File: src/rtl/updown_pkg.sv
package updown_pkg;
  typedef enum logic [1:0] {
    STEP_HOLD = 2'd0,
    STEP_INC  = 2'd1,
    STEP_DEC  = 2'd2
  } step_t;
endpackage

File: src/rtl/dir_decode.sv
module dir_decode
  import updown_pkg::*;
(
  input  logic  req_up,
  input  logic  req_dn,
  output step_t step
);
  always_comb begin
    unique case ({req_up, req_dn})
      2'b10:   step = STEP_INC;
      2'b01:   step = STEP_DEC;
      default: step = STEP_HOLD; // conflict or idle both hold
    endcase
  end
endmodule

File: src/rtl/toggle_chain.sv
module toggle_chain
  import updown_pkg::*;
#(
  parameter int WIDTH = 4
) (
  input  step_t             step,
  input  logic [WIDTH-1:0]  cur,
  output logic [WIDTH-1:0]  flip
);
  logic [WIDTH:0] all_ones;
  logic [WIDTH:0] all_zeros;

  assign all_ones[0]  = 1'b1;
  assign all_zeros[0] = 1'b1;

  for (genvar i = 0; i < WIDTH; i++) begin : g_stage
    assign all_ones[i+1]  = all_ones[i]  &  cur[i];
    assign all_zeros[i+1] = all_zeros[i] & ~cur[i];
    always_comb begin
      unique case (step)
        STEP_INC: flip[i] = all_ones[i];
        STEP_DEC: flip[i] = all_zeros[i];
        default:  flip[i] = 1'b0;
      endcase
    end
  end

  logic unused_top;
  assign unused_top = all_ones[WIDTH] ^ all_zeros[WIDTH];
endmodule

File: src/rtl/count_reg.sv
module count_reg #(
  parameter int WIDTH = 4
) (
  input  logic             clk,
  input  logic             rst,
  input  logic [WIDTH-1:0] flip,
  output logic [WIDTH-1:0] q
);
  always_ff @(posedge clk) begin
    if (rst) q <= '0;
    else     q <= q ^ flip;
  end

  // reset clears the register on the next edge
  p_reset_clears_r1: assert property (@(posedge clk) rst |=> q == '0)
    else $error("reset did not clear count");
endmodule

File: src/rtl/updown_hold_counter.sv
module updown_hold_counter
  import updown_pkg::*;
#(
  parameter int WIDTH = 4
) (
  input  logic             clk,
  input  logic             rst,
  input  logic             up,
  input  logic             down,
  output logic [WIDTH-1:0] count
);
  localparam logic [WIDTH-1:0] TOP_VAL = {WIDTH{1'b1}};

  step_t            step;
  logic [WIDTH-1:0] flip;

  dir_decode u_dec (
    .req_up (up),
    .req_dn (down),
    .step   (step)
  );

  toggle_chain #(.WIDTH(WIDTH)) u_chain (
    .step (step),
    .cur  (count),
    .flip (flip)
  );

  count_reg #(.WIDTH(WIDTH)) u_reg (
    .clk  (clk),
    .rst  (rst),
    .flip (flip),
    .q    (count)
  );

  p_inc_r2: assert property (@(posedge clk) disable iff (rst)
    (up && !down) |=> count == WIDTH'($past(count) + 1'b1))
    else $error("increment wrong");

  p_dec_r3: assert property (@(posedge clk) disable iff (rst)
    (down && !up) |=> count == WIDTH'($past(count) - 1'b1))
    else $error("decrement wrong");

  p_conflict_hold_r4: assert property (@(posedge clk) disable iff (rst)
    (up && down) |=> $stable(count))
    else $error("conflict did not hold");

  p_idle_hold_r5: assert property (@(posedge clk) disable iff (rst)
    (!up && !down) |=> $stable(count))
    else $error("idle did not hold");

  p_wrap_up_r6: assert property (@(posedge clk) disable iff (rst)
    (up && !down && count == TOP_VAL) |=> count == '0)
    else $error("upward wrap wrong");

  p_wrap_dn_r7: assert property (@(posedge clk) disable iff (rst)
    (down && !up && count == '0) |=> count == TOP_VAL)
    else $error("downward wrap wrong");
endmodule

File: config.mk
export PLATFORM = sky130hd
export DESIGN_NAME = updown_hold_counter
export DESIGN_NICKNAME = d
export VERILOG_FILES = /design/src/rtl/updown_pkg.sv /design/src/rtl/dir_decode.sv /design/src/rtl/toggle_chain.sv /design/src/rtl/count_reg.sv /design/src/rtl/updown_hold_counter.sv
export SDC_FILE = /design/constraint.sdc
export NUM_CORES = 1
export LEC_CHECK = 0
export BUFFER_PORTS_ARGS = -buffer_cell sky130_fd_sc_hd__buf_2
export CORE_AREA = 3 3 40 42
export CTS_BUF_LIST = sky130_fd_sc_hd__clkbuf_16
export DETAILED_ROUTE_END_ITERATION = 7
export DIE_AREA = 0 0 43 45
export GPL_TIMING_DRIVEN = 0
export PLACE_DENSITY = 0.35
export SLEW_MARGIN = 20
export SYNTH_ARGS = -nofsm -noshare
export SYNTH_HDL_FRONTEND = slang
export SYNTH_SLANG_ARGS = --single-unit
File: constraint.sdc
create_clock -name clk -period 1.6 [get_ports clk]
set_input_delay 0.24 -clock clk [delete_from_list [all_inputs] [get_ports clk]]
set_output_delay 0.24 -clock clk [all_outputs]
set_load 0.01 [all_outputs]
---- Yosys cells after proc, flatten, opt, wreduce, memory -nomap -nowiden ----
Index checks and enable logic that the tools add are counted.
operators by class
  shift-type cells ........................ 0
  reduce and logical (&&, ||, !) cells .... 1
  $mul .................................... 0
  equal/unequal tests ..................... 4
  $add $sub $neg .......................... 0
  divide/modulo/power cells ............... 0
  muxes and demuxes ....................... 5
  $lt $le $gt $ge ......................... 0
  bitwise gates (word level) .............. 8
operators by type and width
  kind                  number
  $pmux W1 S2           3
  $and A1 B1 Y1         4
  $eq A2 B1 Y1 const B  2
  $eq A2 B2 Y1 const B  2
  $pmux W2 S2           1
  $xor A4 B4 Y4         1
  $not A1 Y1            3
  $reduce_or A2 Y1      1
  $mux W1               1
word-level totals
  output and inout port bits .............. 4
  memories kept ........................... 0
  ROM bits ................................ 0
  RAM bits ................................ 0
  bits in registers ....................... 4
  latch bits .............................. 0

---- Logic depth before layout (Yosys ltp) ----
Gate-level depths: netlist of the first run.
  depth after elaboration ................. 6
  depth in mapped cells ................... 5
  depth with buffers taken out ............ 5

---- Modules after synthesis ----
From an unflattened synthesis of the first run, not the netlist that was laid out.
unflattened totals
  cell total of the unflattened synthesis .. 26
  area total of the unflattened synthesis .. 232.7 sq um
by module, submodules not included
  module        cells an instance  times used  area an instance (sq um)
  count_reg     12                 1           130.1
  toggle_chain  12                 1           87.6
  dir_decode    2                  1           15.0

---- Worst setup path after synthesis of the first run ----
OpenSTA, ideal clock, no wires.
  path type ............................... input to register
  start ................................... input port up
  end ..................................... register u_reg.q[2]
  stages on the path ...................... 5
  setup slack ............................. 125 ps
  path buffers ............................ 0
  library setup time ...................... 121 ps
  data arrival time ....................... 1354 ps
  cells stage by stage .................... inv_1 -> ha_1 -> or3b_2 -> a21oi_1 -> mux2_2
between the ends
  word-level cells in the longest chain between the ends .. 5
  elaborated cells on any way between the ends .. 7
  those cells by class .................... eq/ne: 4; mux: 2; bitwise: 1
ends and longest elaborated chain
  element                                       RTL line                  source
  start: declaration                            updown_hold_counter.sv:8  input logic up,
  $eq A2 B1 Y1 or $eq A2 B2 Y1 (tied branches)  dir_decode.sv:9           unique case ({req_up, req_dn})
  $pmux W2 S2 *                                 dir_decode.sv:9
  $eq A2 B2 Y1 or $eq A2 B1 Y1 (tied branches)  toggle_chain.sv:20        unique case (step)
  $pmux W1 S2 *                                 toggle_chain.sv:20
  $xor A4 B4 Y4 *                               count_reg.sv:11           else q <= q ^ flip;
  end signal: assignment                        count_reg.sv:11
  end: declaration                              count_reg.sv:7            output logic [WIDTH-1:0] q
Every way passes the cells marked *; elsewhere a longest branch is shown, timed or not.
A chain may end at the register's enable or synchronous reset.

---- Worst setup path in the final report of the first run ----
  start ................................... register u_reg.q[0]
  end ..................................... register u_reg.q[3]
between the ends
  word-level cells in the longest chain between the ends .. 5
  elaborated cells on any way between the ends .. 7
  those cells by class .................... mux: 1; bitwise: 6
ends and longest elaborated chain
  element                      RTL line            source
  $not A1 Y1                   toggle_chain.sv:18  assign all_zeros[i+1] = all_zeros[i] & ~cur[i];
  $and A1 B1 Y1 (2 in series)  toggle_chain.sv:18
  $pmux W1 S2 *                toggle_chain.sv:20
  $xor A4 B4 Y4 *              count_reg.sv:11
Marked as above.

==> metrics.csv, run 1 <==
stage;metric;value;unit
grt;vias in the first global route;212;
floorplan;die width;43;um
timing;final clock skew;0.00133;ns
grt;total track usage;0.0765;
pwr;Comb power frac;0.104;
pwr;Clock Power Share;0.672;
layout;nets@finish;45;
timing;setup ws final;0.0869;ns
placement;DP Worst Slack;-0.0665;ns
yosys;post-synthesis cell area;243;sq um
run_status;status;complete, no violations;
setup_path;Crit Path Class;reg -> reg;
timing;Peak Freq;661;MHz
setup_path;worst r2r dst;u_reg.q[3]$_SDFF_PP0_;
setup_path;CP Launch Type;flop;
clock_network;TritonCTS clock tree;done;
detailed_routing;final WL;492;um
worst_hold_path;Hold/Removal Path Class;in -> reg;
layout;share of cells above drive strength 1;0.333;
yosys;Seq cells post-synth;4;
setup_path;Req. time, crit path;1.70;ns
grt;grt total ovfl;0;
clock_network;Post-CTS Resized;0;
detailed_routing;first-pass detailed-route iteration total;1;
yosys;Avg Inst Size Synth;9.34;sq um
timing;Hold Fails Final Rpt;0;
clock_network;Worst-Skew Late Latency;0.22;ns
layout;Finished Cell Area;372;sq um
setup_path;Critical R2R Launch;u_reg.q[0]$_SDFF_PP0_;
yosys;Netlist cell types;14;
setup_path;critical path peak fanout;7;
detailed_routing;Iter 0 DRT Violations;0;
layout;max FFs per register;4;
clock_network;cts hold-fix bufs;0;
grt;initial antenna violation count;0;
grt;largest net degree at the start of global routing;8;
setup_path;end of the critical path;u_reg.q[3]$_SDFF_PP0_;
yosys;Post-Syn Nets;33;
floorplan;# IOs;8;
setup_path;Reg2Reg Setup Slack;0.09;ns
job;max cap viols;0;
timing;unrepaired setup endpoints after global routing;no;
timing;Slew HR;0.840;
detailed_routing;Antenna Nets Post-Route;0;
placement;PortBufs;7;
setup_path;Worst R2R Path Depth;3;
grt;met2 usage;0.0928;
pwr;Tot Pwr;0.000574;W
pwr;leakage;0.182;nW
detailed_routing;wire length per cell;9.65;um
clock_network;Worst-path clk slew;0.03;ns
floorplan;Die H;45;um
floorplan;# rows;13;
clock_network;setup bufs post-CTS;0;
pwr;VDD IR max;0.435;mV
pwr;Sw Ratio;0.194;
timing;min cycle time layout;1.51;ns
grt;met3 Usage GRT;0.0359;
clock_network;clock buffer count from CTS;3;
placement;dpl cell area;297;sq um
layout;Largest Register;u_reg.q;
setup_path;Worst Setup SP;u_reg.q[0]$_SDFF_PP0_;
pwr;sequential share of power;0.224;
yosys;register area share after synthesis;0.330;
clock_network;clock tree root driver cell;clkbuf_16;
pwr;NetSw;0.000112;W
yosys;Mapped Cells;26;
timing;Fin Hold WS;0.264;ns
layout;biggest regs;u_reg.q (4);
timing;setup violators final;0;
setup_path;Worst EP arrival;1.62;ns
floorplan;die area;0.00194;sq mm
floorplan;core area;0.00128;sq mm
setup_path;Crit. End Element;flop;
clock_network;htree depth;1;
timing;Slew @ Worst Pin;0.239;ns
layout;n_diodes;0;
placement;gp weighted congestion;0.630;
grt;GRT busiest layer;met4;
grt;first-pass GRT wire length;924;um
layout;Syn-to-layout area delta;53.1;%
pwr;Pint;0.000463;W
timing;fin. max-slew vios;0;
grt;grt met1 use;0.0745;
detailed_routing;Residual DRC;0;
floorplan;Initial Util;0.189;
clock_network;Sink Count;4;
placement;Placed Cells;48;
yosys;Yosys warnings;0;
clock_network;CTS Buffer Depth;2;
detailed_routing;via count;214;
timing;fin crit share;0.946;
layout;fin cells;51;
detailed_routing;Vias per Instance;4.20;
pwr;pwr/cell area;1550;mW/mm^2
==> cell type report <==
class / count / area, sq um
Multi-Input combinational cell: 20 / 155
Tap cell: 15 / 18.8
Inverter: 2 / 7.51
Clock buffer: 3 / 75.1
Fill cell: 145 / 913
Sequential cell: 4 / 80.1
Timing Repair Buffer: 7 / 35.0
==> per-stage QoR <==
step | util | setup TNS (ns)
after global placement | 0.231 | -0.0541
after floorplan | - | 0
after detailed placement | 0.231 | -0.0932
after CTS | 0.289 | 0
after global routing | 0.289 | 0
final | 0.289 | 0
==> synthesized netlist by cell type <==
cell type / n / area (sq um)
a21oi_1: 2 / 10.0
dfxtp_1: 4 / 80.1
ha_1: 3 / 37.5
inv_1: 2 / 7.51
mux2_1: 1 / 11.3
mux2_2: 1 / 11.3
mux2i_1: 1 / 10.0
nand3_1: 1 / 5.00
nand4_1: 1 / 6.26
nor2_1: 4 / 15.0
nor2b_1: 2 / 12.5
or3b_2: 1 / 8.76
or4b_1: 1 / 10.0
xor2_1: 2 / 17.5
==> critical path, stage by stage, from the launching register on <==
cell	delay [ns]
dfxtp_1	0.36
or4b_1	0.51
a21oi_1	0.19
mux2_1	0.33
==> cell families after synthesis <==
| kind of cell | share of synthesized area |
|---|---|
| simple gates | 0.237 |
| compound gates | 0.0412 |
| fa+ha+maj | 0.155 |
| buf+inv | 0.0309 |
| flops | 0.330 |
| mux | 0.134 |
| xor+xnor | 0.0722 |
==> placed cells by master, fill, tap and decap left out <==
cell,n
buf_2,7
nor2_1,4
dfxtp_1,4
ha_1,3
clkbuf_16,3
inv_1,2
xor2_1,2
nor2b_1,2
a21oi_1,2
mux2i_1,1
nand4_1,1
or4b_1,1
mux2_1,1
nand3_1,1
or3b_2,1
mux2_2,1
==> per-layer routing <==
layer,wire [um],vias to the layer above
met3,36,4
met2,202,9
met4,44,0
met5,0,-
li1,-,108
met1,209,93
==> worst min-delay path by stage <==
stage | from | endpoint | slack (ns) | cells past startpoint
after floorplan | rst | u_reg.q[0]$_SDFF_PP0_ | 0.31 | 1
after global placement | rst | u_reg.q[0]$_SDFF_PP0_ | 0.49 | 2
after detailed placement | rst | u_reg.q[0]$_SDFF_PP0_ | 0.50 | 2
after CTS | rst | u_reg.q[1]$_SDFF_PP0_ | 0.27 | 2
after global routing | rst | u_reg.q[1]$_SDFF_PP0_ | 0.28 | 2
final | rst | u_reg.q[0]$_SDFF_PP0_ | 0.26 | 2
==> power by group through the flow <==
stage                     clock, W  sequential, W  combinational, W
after detailed placement         0       0.000130         0.0000610
final                     0.000386       0.000128         0.0000597
after floorplan                  0       0.000133         0.0000330
after global placement           0       0.000129         0.0000607
after CTS                 0.000397       0.000129         0.0000612
after global routing      0.000410       0.000132         0.0000675
Power figures use the tool's default switching activity.
==> run 2, diff against run 1 <==
- BUFFER_PORTS_ARGS: -buffer_cell sky130_fd_sc_hd__buf_2 -> -buffer_cell sky130_fd_sc_hd__clkbuf_2
- REMOVE_ABC_BUFFERS: unset -> 1
==> run 2 against run 1 <==
First-iteration DRC count up 3. Critical path depth unchanged. Power up 1.1%. Worst setup slack worse by 0.013 ns. Highest routed layer unchanged.
==> metrics.csv, run 2 (synthesis gave the netlist of run 1 again) <==
stage;metric;value;unit;change
run_status;status;complete, no violations;;
grt;vias in the first global route;215;;+1.4%
timing;Peak Freq;655;MHz;-0.87%
layout;commonest non-fill, non-tap cell in the layout;clkbuf_2;;
setup_path;worst r2r dst;u_reg.q[3]$_SDFF_PP0_;;
grt;grt total ovfl;0;;unchanged
timing;Slew HR;0.830;;-0.0107
grt;first-pass GRT wire length;869;um;-6.0%
clock_network;Worst-path clk slew;0.03;ns;about the same
placement;gp weighted congestion;0.642;;+2.0%
clock_network;TritonCTS clock tree;done;;
layout;final core occ;0.292;;+0.00292
timing;setup ws final;0.0736;ns;-0.0133 ns
detailed_routing;Iter 0 DRT Violations;3;;+3
clock_network;Sink Count;4;;unchanged
placement;DP Worst Slack;-0.0439;ns;+0.0226 ns
worst_hold_path;hold-critical path depth;2;;unchanged
pwr;leakage;0.180;nW;-1.0%
layout;most frequent cells in the layout;clkbuf_2, nor2_1, dfxtp_1;;
timing;Fin Hold WS;0.263;ns;-0.000208 ns
detailed_routing;wire length per cell;9.69;um;+0.41%
setup_path;Req. time, crit path;1.71;ns;about the same
grt;largest net degree at the start of global routing;8;;unchanged
floorplan;die area;0.00194;sq mm;unchanged
setup_path;WP buf/inv;0;;unchanged
setup_path;Reg2Reg Setup Slack;0.07;ns;about the same
clock_network;setup bufs post-CTS;0;;unchanged
setup_path;CP Launch Type;flop;;
layout;max FFs per register;4;;unchanged
layout;biggest regs;u_reg.q (4);;
floorplan;die width;43;um;unchanged
timing;setup_tns;0;ns;unchanged
pwr;Tot Pwr;0.000580;W;+1.1%
layout;share of cells above drive strength 1;0.361;;+0.0278
floorplan;Die H;45;um;unchanged
layout;Largest Register;u_reg.q;;
detailed_routing;first-pass detailed-route iteration total;2;;+1
pwr;VDD IR max;0.222;mV;-49%
timing;final clock skew;0.000652;ns;-0.000681 ns
setup_path;Top delay family on crit path;simple AND/OR/NAND/NOR gates;;
clock_network;CTS Buffer Depth;2;;unchanged
timing;fin crit share;0.954;;+0.00829
timing;min cycle time layout;1.53;ns;+0.0133 ns
worst_hold_path;hold_sp;rst;;
setup_path;Crit Path Class;reg -> reg;;
layout;n_diodes;0;;unchanged
setup_path;Worst R2R Path Depth;3;;unchanged
detailed_routing;Vias per Instance;4.25;;+1.4%
timing;unrepaired setup endpoints after global routing;no;;
setup_path;Critical R2R Launch;u_reg.q[0]$_SDFF_PP0_;;
clock_network;Worst-Skew Late Latency;0.22;ns;about the same
setup_path;critical path peak fanout;7;;unchanged
placement;PortBufs;7;;unchanged
detailed_routing;Residual DRC;0;;unchanged
floorplan;# IOs;8;;unchanged
timing;fin. max-slew vios;0;;unchanged
clock_network;clock buffer count from CTS;3;;unchanged
timing;setup violators final;0;;unchanged
layout;nets@finish;45;;unchanged
placement;Final HPWL DP;395;um;
timing;Hold Fails Final Rpt;0;;unchanged
worst_hold_path;WHS Endpoint;u_reg.q[1]$_SDFF_PP0_;;
setup_path;Worst EP arrival;1.63;ns;about the same
setup_path;slowest cell on the critical path;or4b_1;;
setup_path;Crit. End Element;flop;;
clock_network;clock tree root driver cell;clkbuf_16;;
setup_path;CP max stage delay;0.55;ns;+0.04 ns
floorplan;Initial Util;0.189;;unchanged
detailed_routing;via count;217;;+1.4%
pwr;pwr/cell area;1550;mW/mm^2;about the same
worst_hold_path;Hold/Removal Path Class;in -> reg;;
timing;Slew @ Worst Pin;0.255;ns;+0.0160 ns
job;max cap viols;0;;unchanged
clock_network;htree depth;1;;unchanged
layout;fillcell total;149;;+2.8%
floorplan;core area;0.00128;sq mm;unchanged
grt;total track usage;0.0674;;-0.00915
grt;initial antenna violation count;0;;unchanged
detailed_routing;Antenna Nets Post-Route;0;;unchanged
floorplan;# rows;13;;unchanged
layout;Syn-to-layout area delta;54.6;%;
detailed_routing;final WL;494;um;+0.41%
setup_path;CP cell instances;or4b_1 -> a21oi_2 -> mux2_1;;
-- run 2: cell count changes in the layout (fill, tap and decap cells not counted) --
cell / before / now
buf_2: 7 / 0
a21oi_1: 2 / 1
a21oi_2: 0 / 1
clkbuf_2: 0 / 7
-- run 2: metal layers --
metal	global-route usage	part of all wire
met5	0	0
met4	0.0904	0.043
met3	0.0279	0.075
met2	0.0958	0.46
met1	0.0649	0.42
-- run 2: how the worst max path moves through the flow --
stage	start	to	slack, ns	depth (start not counted)
6_report	u_reg.q[0]$_SDFF_PP0_	u_reg.q[3]$_SDFF_PP0_	0.07	3
5_1_grt	u_reg.q[0]$_SDFF_PP0_	u_reg.q[3]$_SDFF_PP0_	0.01	3
4_1_cts	u_reg.q[0]$_SDFF_PP0_	u_reg.q[3]$_SDFF_PP0_	0.05	3
3_5_place_dp	up	u_reg.q[2]$_SDFF_PP0_	-0.04	6
3_3_place_gp	up	u_reg.q[2]$_SDFF_PP0_	-0.03	6
2_1_floorplan	up	u_reg.q[2]$_SDFF_PP0_	0.13	5
-- run 2: what timing repair did --
action | CTS | global route
gates resized for setup | 0 | 1
hold buffers | 0 | 0
setup endpoints to repair | 0 | 1
-- run 2: layout make-up --
type	count	area, sq um	share of cell area
Timing Repair Buffer	7	35.0	0.0933
Sequential cell	4	80.1	0.213
Tap cell	15	18.8	0.0500
Multi-Input combinational cell	20	159	0.423
Inverter	2	7.51	0.0200
Clock buffer	3	75.1	0.200
-- run 2: per-stage QoR --
step / cell area [sq um] / std cells
after floorplan: 243 / 26
after global routing: 375 / 51
after global placement: 297 / 48
after detailed placement: 297 / 48
after CTS: 372 / 51
final: 375 / 51
-- run 2: worst reg2reg max path, cell delays in order, from the launching register on --
cell	delay, ns
dfxtp_1	0.37
or4b_1	0.55
a21oi_2	0.17
mux2_1	0.33
-- run 2: power breakdown --
| group | total (W) | internal (W) | switching, W |
|---|---|---|---|
| clock | 0.000390 | 0.000319 | 0.0000705 |
| combinational | 0.0000614 | 0.0000317 | 0.0000297 |
| sequential | 0.000129 | 0.000112 | 0.0000169 |
| total | 0.000580 | 0.000463 | 0.000117 |
==> run 3, diff against run 2 <==
- PLACE_DENSITY: 0.35 -> 0.36
- clock period: 1.6 -> 1.4 ns (I/O delays scaled with it)
==> run 3 against run 2 <==
The run now ends with setup timing left. Final cell count grew 3.9%. Power grew 19%. Combinational power grew 61%. First-iteration DRC count shrank 67%. Critical endpoint unchanged.
==> metrics.csv, run 3 (synthesis gave the netlist of run 1 again) <==
stage;metric;value;unit;change
clock_network;clock buffer count from CTS;3;;unchanged
layout;most frequent cells in the layout;clkbuf_2, nor2_1, clkbuf_16;;
layout;n_diodes;0;;unchanged
pwr;Comb power frac;0.143;;+0.037
timing;fin crit share;1.03;;+0.0716
layout;biggest regs;u_reg.q (4);;
setup_path;Worst Setup SP;u_reg.q[0]$_SDFF_PP0_;;
setup_path;Critical R2R Launch;u_reg.q[0]$_SDFF_PP0_;;
clock_network;TritonCTS clock tree;done;;
detailed_routing;Iter 0 DRT Violations;1;;-2
grt;met2 usage;0.0988;;+0.00299
timing;min cycle time layout;1.44;ns;-0.0906 ns
timing;Slew HR;0.892;;+0.0623
clock_network;Sink Count;4;;unchanged
detailed_routing;final WL;564;um;+14%
grt;grt met1 use;0.0675;;+0.00257
grt;met3 Usage GRT;0.0717;;+0.0438
placement;PortBufs;7;;unchanged
job;max cap viols;0;;unchanged
pwr;VDD IR max;0.411;mV;+85%
detailed_routing;Vias per Instance;4.30;;+1.1%
grt;vias in the first global route;205;;-4.7%
clock_network;htree depth;1;;unchanged
pwr;NetSw;0.000139;W;+19%
floorplan;# rows;13;;unchanged
setup_path;CP max stage delay;0.53;ns;-0.02 ns
layout;max FFs per register;4;;unchanged
layout;nets@finish;47;;+4.4%
setup_path;CP cell instances;or4b_4 -> a21oi_2 -> mux2_4;;
placement;Final HPWL DP;400;um;+1.3%
timing;fin. max-slew vios;0;;unchanged
layout;share of cells above drive strength 1;0.579;;+0.218
detailed_routing;first-pass detailed-route iteration total;4;;+2
run_status;failing checks;setup timing;;
floorplan;die area;0.00194;sq mm;unchanged
grt;initial antenna violation count;0;;unchanged
detailed_routing;via count;228;;+5.1%
floorplan;Initial Util;0.189;;unchanged
setup_path;CP Launch Type;flop;;
grt;total track usage;0.0733;;+0.00588
layout;commonest non-fill, non-tap cell in the layout;clkbuf_2;;
layout;Syn-to-layout area delta;70.1;%;
layout;fillcell total;135;;-9.4%
pwr;pwr/cell area;1670;mW/mm^2;+7.8%
grt;largest net degree at the start of global routing;7;;-1
grt;first-pass GRT wire length;910;um;+4.7%
detailed_routing;Antenna Nets Post-Route;0;;unchanged
floorplan;# IOs;8;;unchanged
timing;unrepaired setup endpoints after global routing;yes;;
setup_path;slowest cell on the critical path;or4b_4;;
run_status;status;complete, but fails checks;;
timing;Hold Fails Final Rpt;0;;unchanged
setup_path;Crit Path Class;reg -> reg;;
clock_network;Worst-path clk slew;0.03;ns;about the same
setup_path;Req. time, crit path;1.51;ns;-0.20 ns
timing;setup_tns;-0.0463;ns;-0.0463 ns
pwr;Sw Ratio;0.203;;+0.000765
clock_network;cts hold-fix bufs;0;;unchanged
timing;Peak Freq;697;MHz;+6.3%
timing;setup violators final;2;;+2
floorplan;die width;43;um;unchanged
worst_hold_path;hold_sp;rst;;
floorplan;core area;0.00128;sq mm;unchanged
setup_path;Crit. End Element;flop;;
pwr;leakage;0.192;nW;+6.7%
detailed_routing;Residual DRC;0;;unchanged
layout;Largest Register;u_reg.q;;
clock_network;Worst-Skew Late Latency;0.22;ns;about the same
floorplan;Die H;45;um;unchanged
pwr;Clock Power Share;0.644;;-0.028
setup_path;critical path peak fanout;4;;-3
setup_path;Worst EP arrival;1.54;ns;-0.09 ns
timing;final clock skew;0.00126;ns;+0.000607 ns
clock_network;clock tree root driver cell;clkbuf_16;;
pwr;Tot Pwr;0.000688;W;+19%
pwr;Pint;0.000549;W;+19%
grt;grt total ovfl;0;;unchanged
grt;GRT busiest layer;met2;;
clock_network;CTS Buffer Depth;2;;unchanged
timing;setup ws final;-0.0357;ns;-0.109 ns
worst_hold_path;Hold/Removal Path Class;in -> reg;;
timing;Slew @ Worst Pin;0.157;ns;-0.0976 ns
placement;gp weighted congestion;0.716;;+12%
pwr;sequential share of power;0.213;;-0.010
detailed_routing;wire length per cell;10.6;um;+9.9%
-- run 3: cell types whose count changed in the layout (fill, tap and decap cells not counted), sizes merged --
cell,change
buf,+2
-- run 3: power groups by stage --
stage               Sequential, W  Combinational, W  Clock (W)
finish                   0.000147         0.0000986   0.000443
detailed placement       0.000149         0.0000696          0
CTS                      0.000145         0.0000957   0.000452
floorplan                0.000152         0.0000378          0
global placement         0.000148         0.0000693          0
global route             0.000149          0.000108   0.000468
-- run 3: what timing repair did --
| action | 4_1_cts | 5_1_grt |
|---|---|---|
| pin swaps | 3 | 1 |
| cloned | 0 | 0 |
| setup endpoints to repair | 2 | 2 |
| setup buffers | 2 | 0 |
| resized for setup | 7 | 3 |
-- run 3: per-layer routing --
layer  part of all wire  up-vias  routed length, um
met5                  0        -                  0
met4              0.020        0                 11
met3              0.090        2                 51
met2               0.49        8                278
met1               0.39      104                222
li1                   -      114                  -
-- run 3: area by class of cell --
cell class | instances | area (sq um) | share of cell area
multi-input combinational | 20 | 176 | 0.427
sequential | 4 | 85.1 | 0.206
clock buffer | 3 | 75.1 | 0.182
timing repair buffer | 9 | 50.0 | 0.121
tap | 15 | 18.8 | 0.0455
inverter | 2 | 7.51 | 0.0182
-- run 3: final timing paths --
| path | cells after the start | slack, ns | to |
|---|---|---|---|
| worst max-delay path | 3 | -0.04 | u_reg.q[3]$_SDFF_PP0_ |
| worst min-delay path | 2 | 0.23 | u_reg.q[0]$_SDFF_PP0_ |
| worst max register to register | 3 | -0.04 | u_reg.q[3]$_SDFF_PP0_ |
| worst min register to register | 2 | 0.57 | u_reg.q[1]$_SDFF_PP0_ |
-- run 3: worst max-delay path, delay by kind of cell (launching register included) --
kind / cells / cell delay, ns
DFF: 1 / 0.34
AOI/OAI and AO/OA: 1 / 0.15
muxes: 1 / 0.30
and+or+nand+nor: 1 / 0.53
-- run 3: stage by stage --
| step | hold WS [ns] | instances | utilization | cell area, sq um | setup slack (ns) |
|---|---|---|---|---|---|
| 2_1_floorplan | 0.282 | 26 | - | 243 | -0.0718 |
| 3_3_place_gp | 0.469 | 48 | 0.231 | 297 | -0.212 |
| 3_5_place_dp | 0.470 | 48 | 0.231 | 297 | -0.246 |
| 4_1_cts | 0.227 | 53 | 0.316 | 407 | -0.0400 |
| 5_1_grt | 0.239 | 53 | 0.321 | 413 | -0.0781 |
| 6_report | 0.227 | 53 | 0.321 | 413 | -0.0357 |
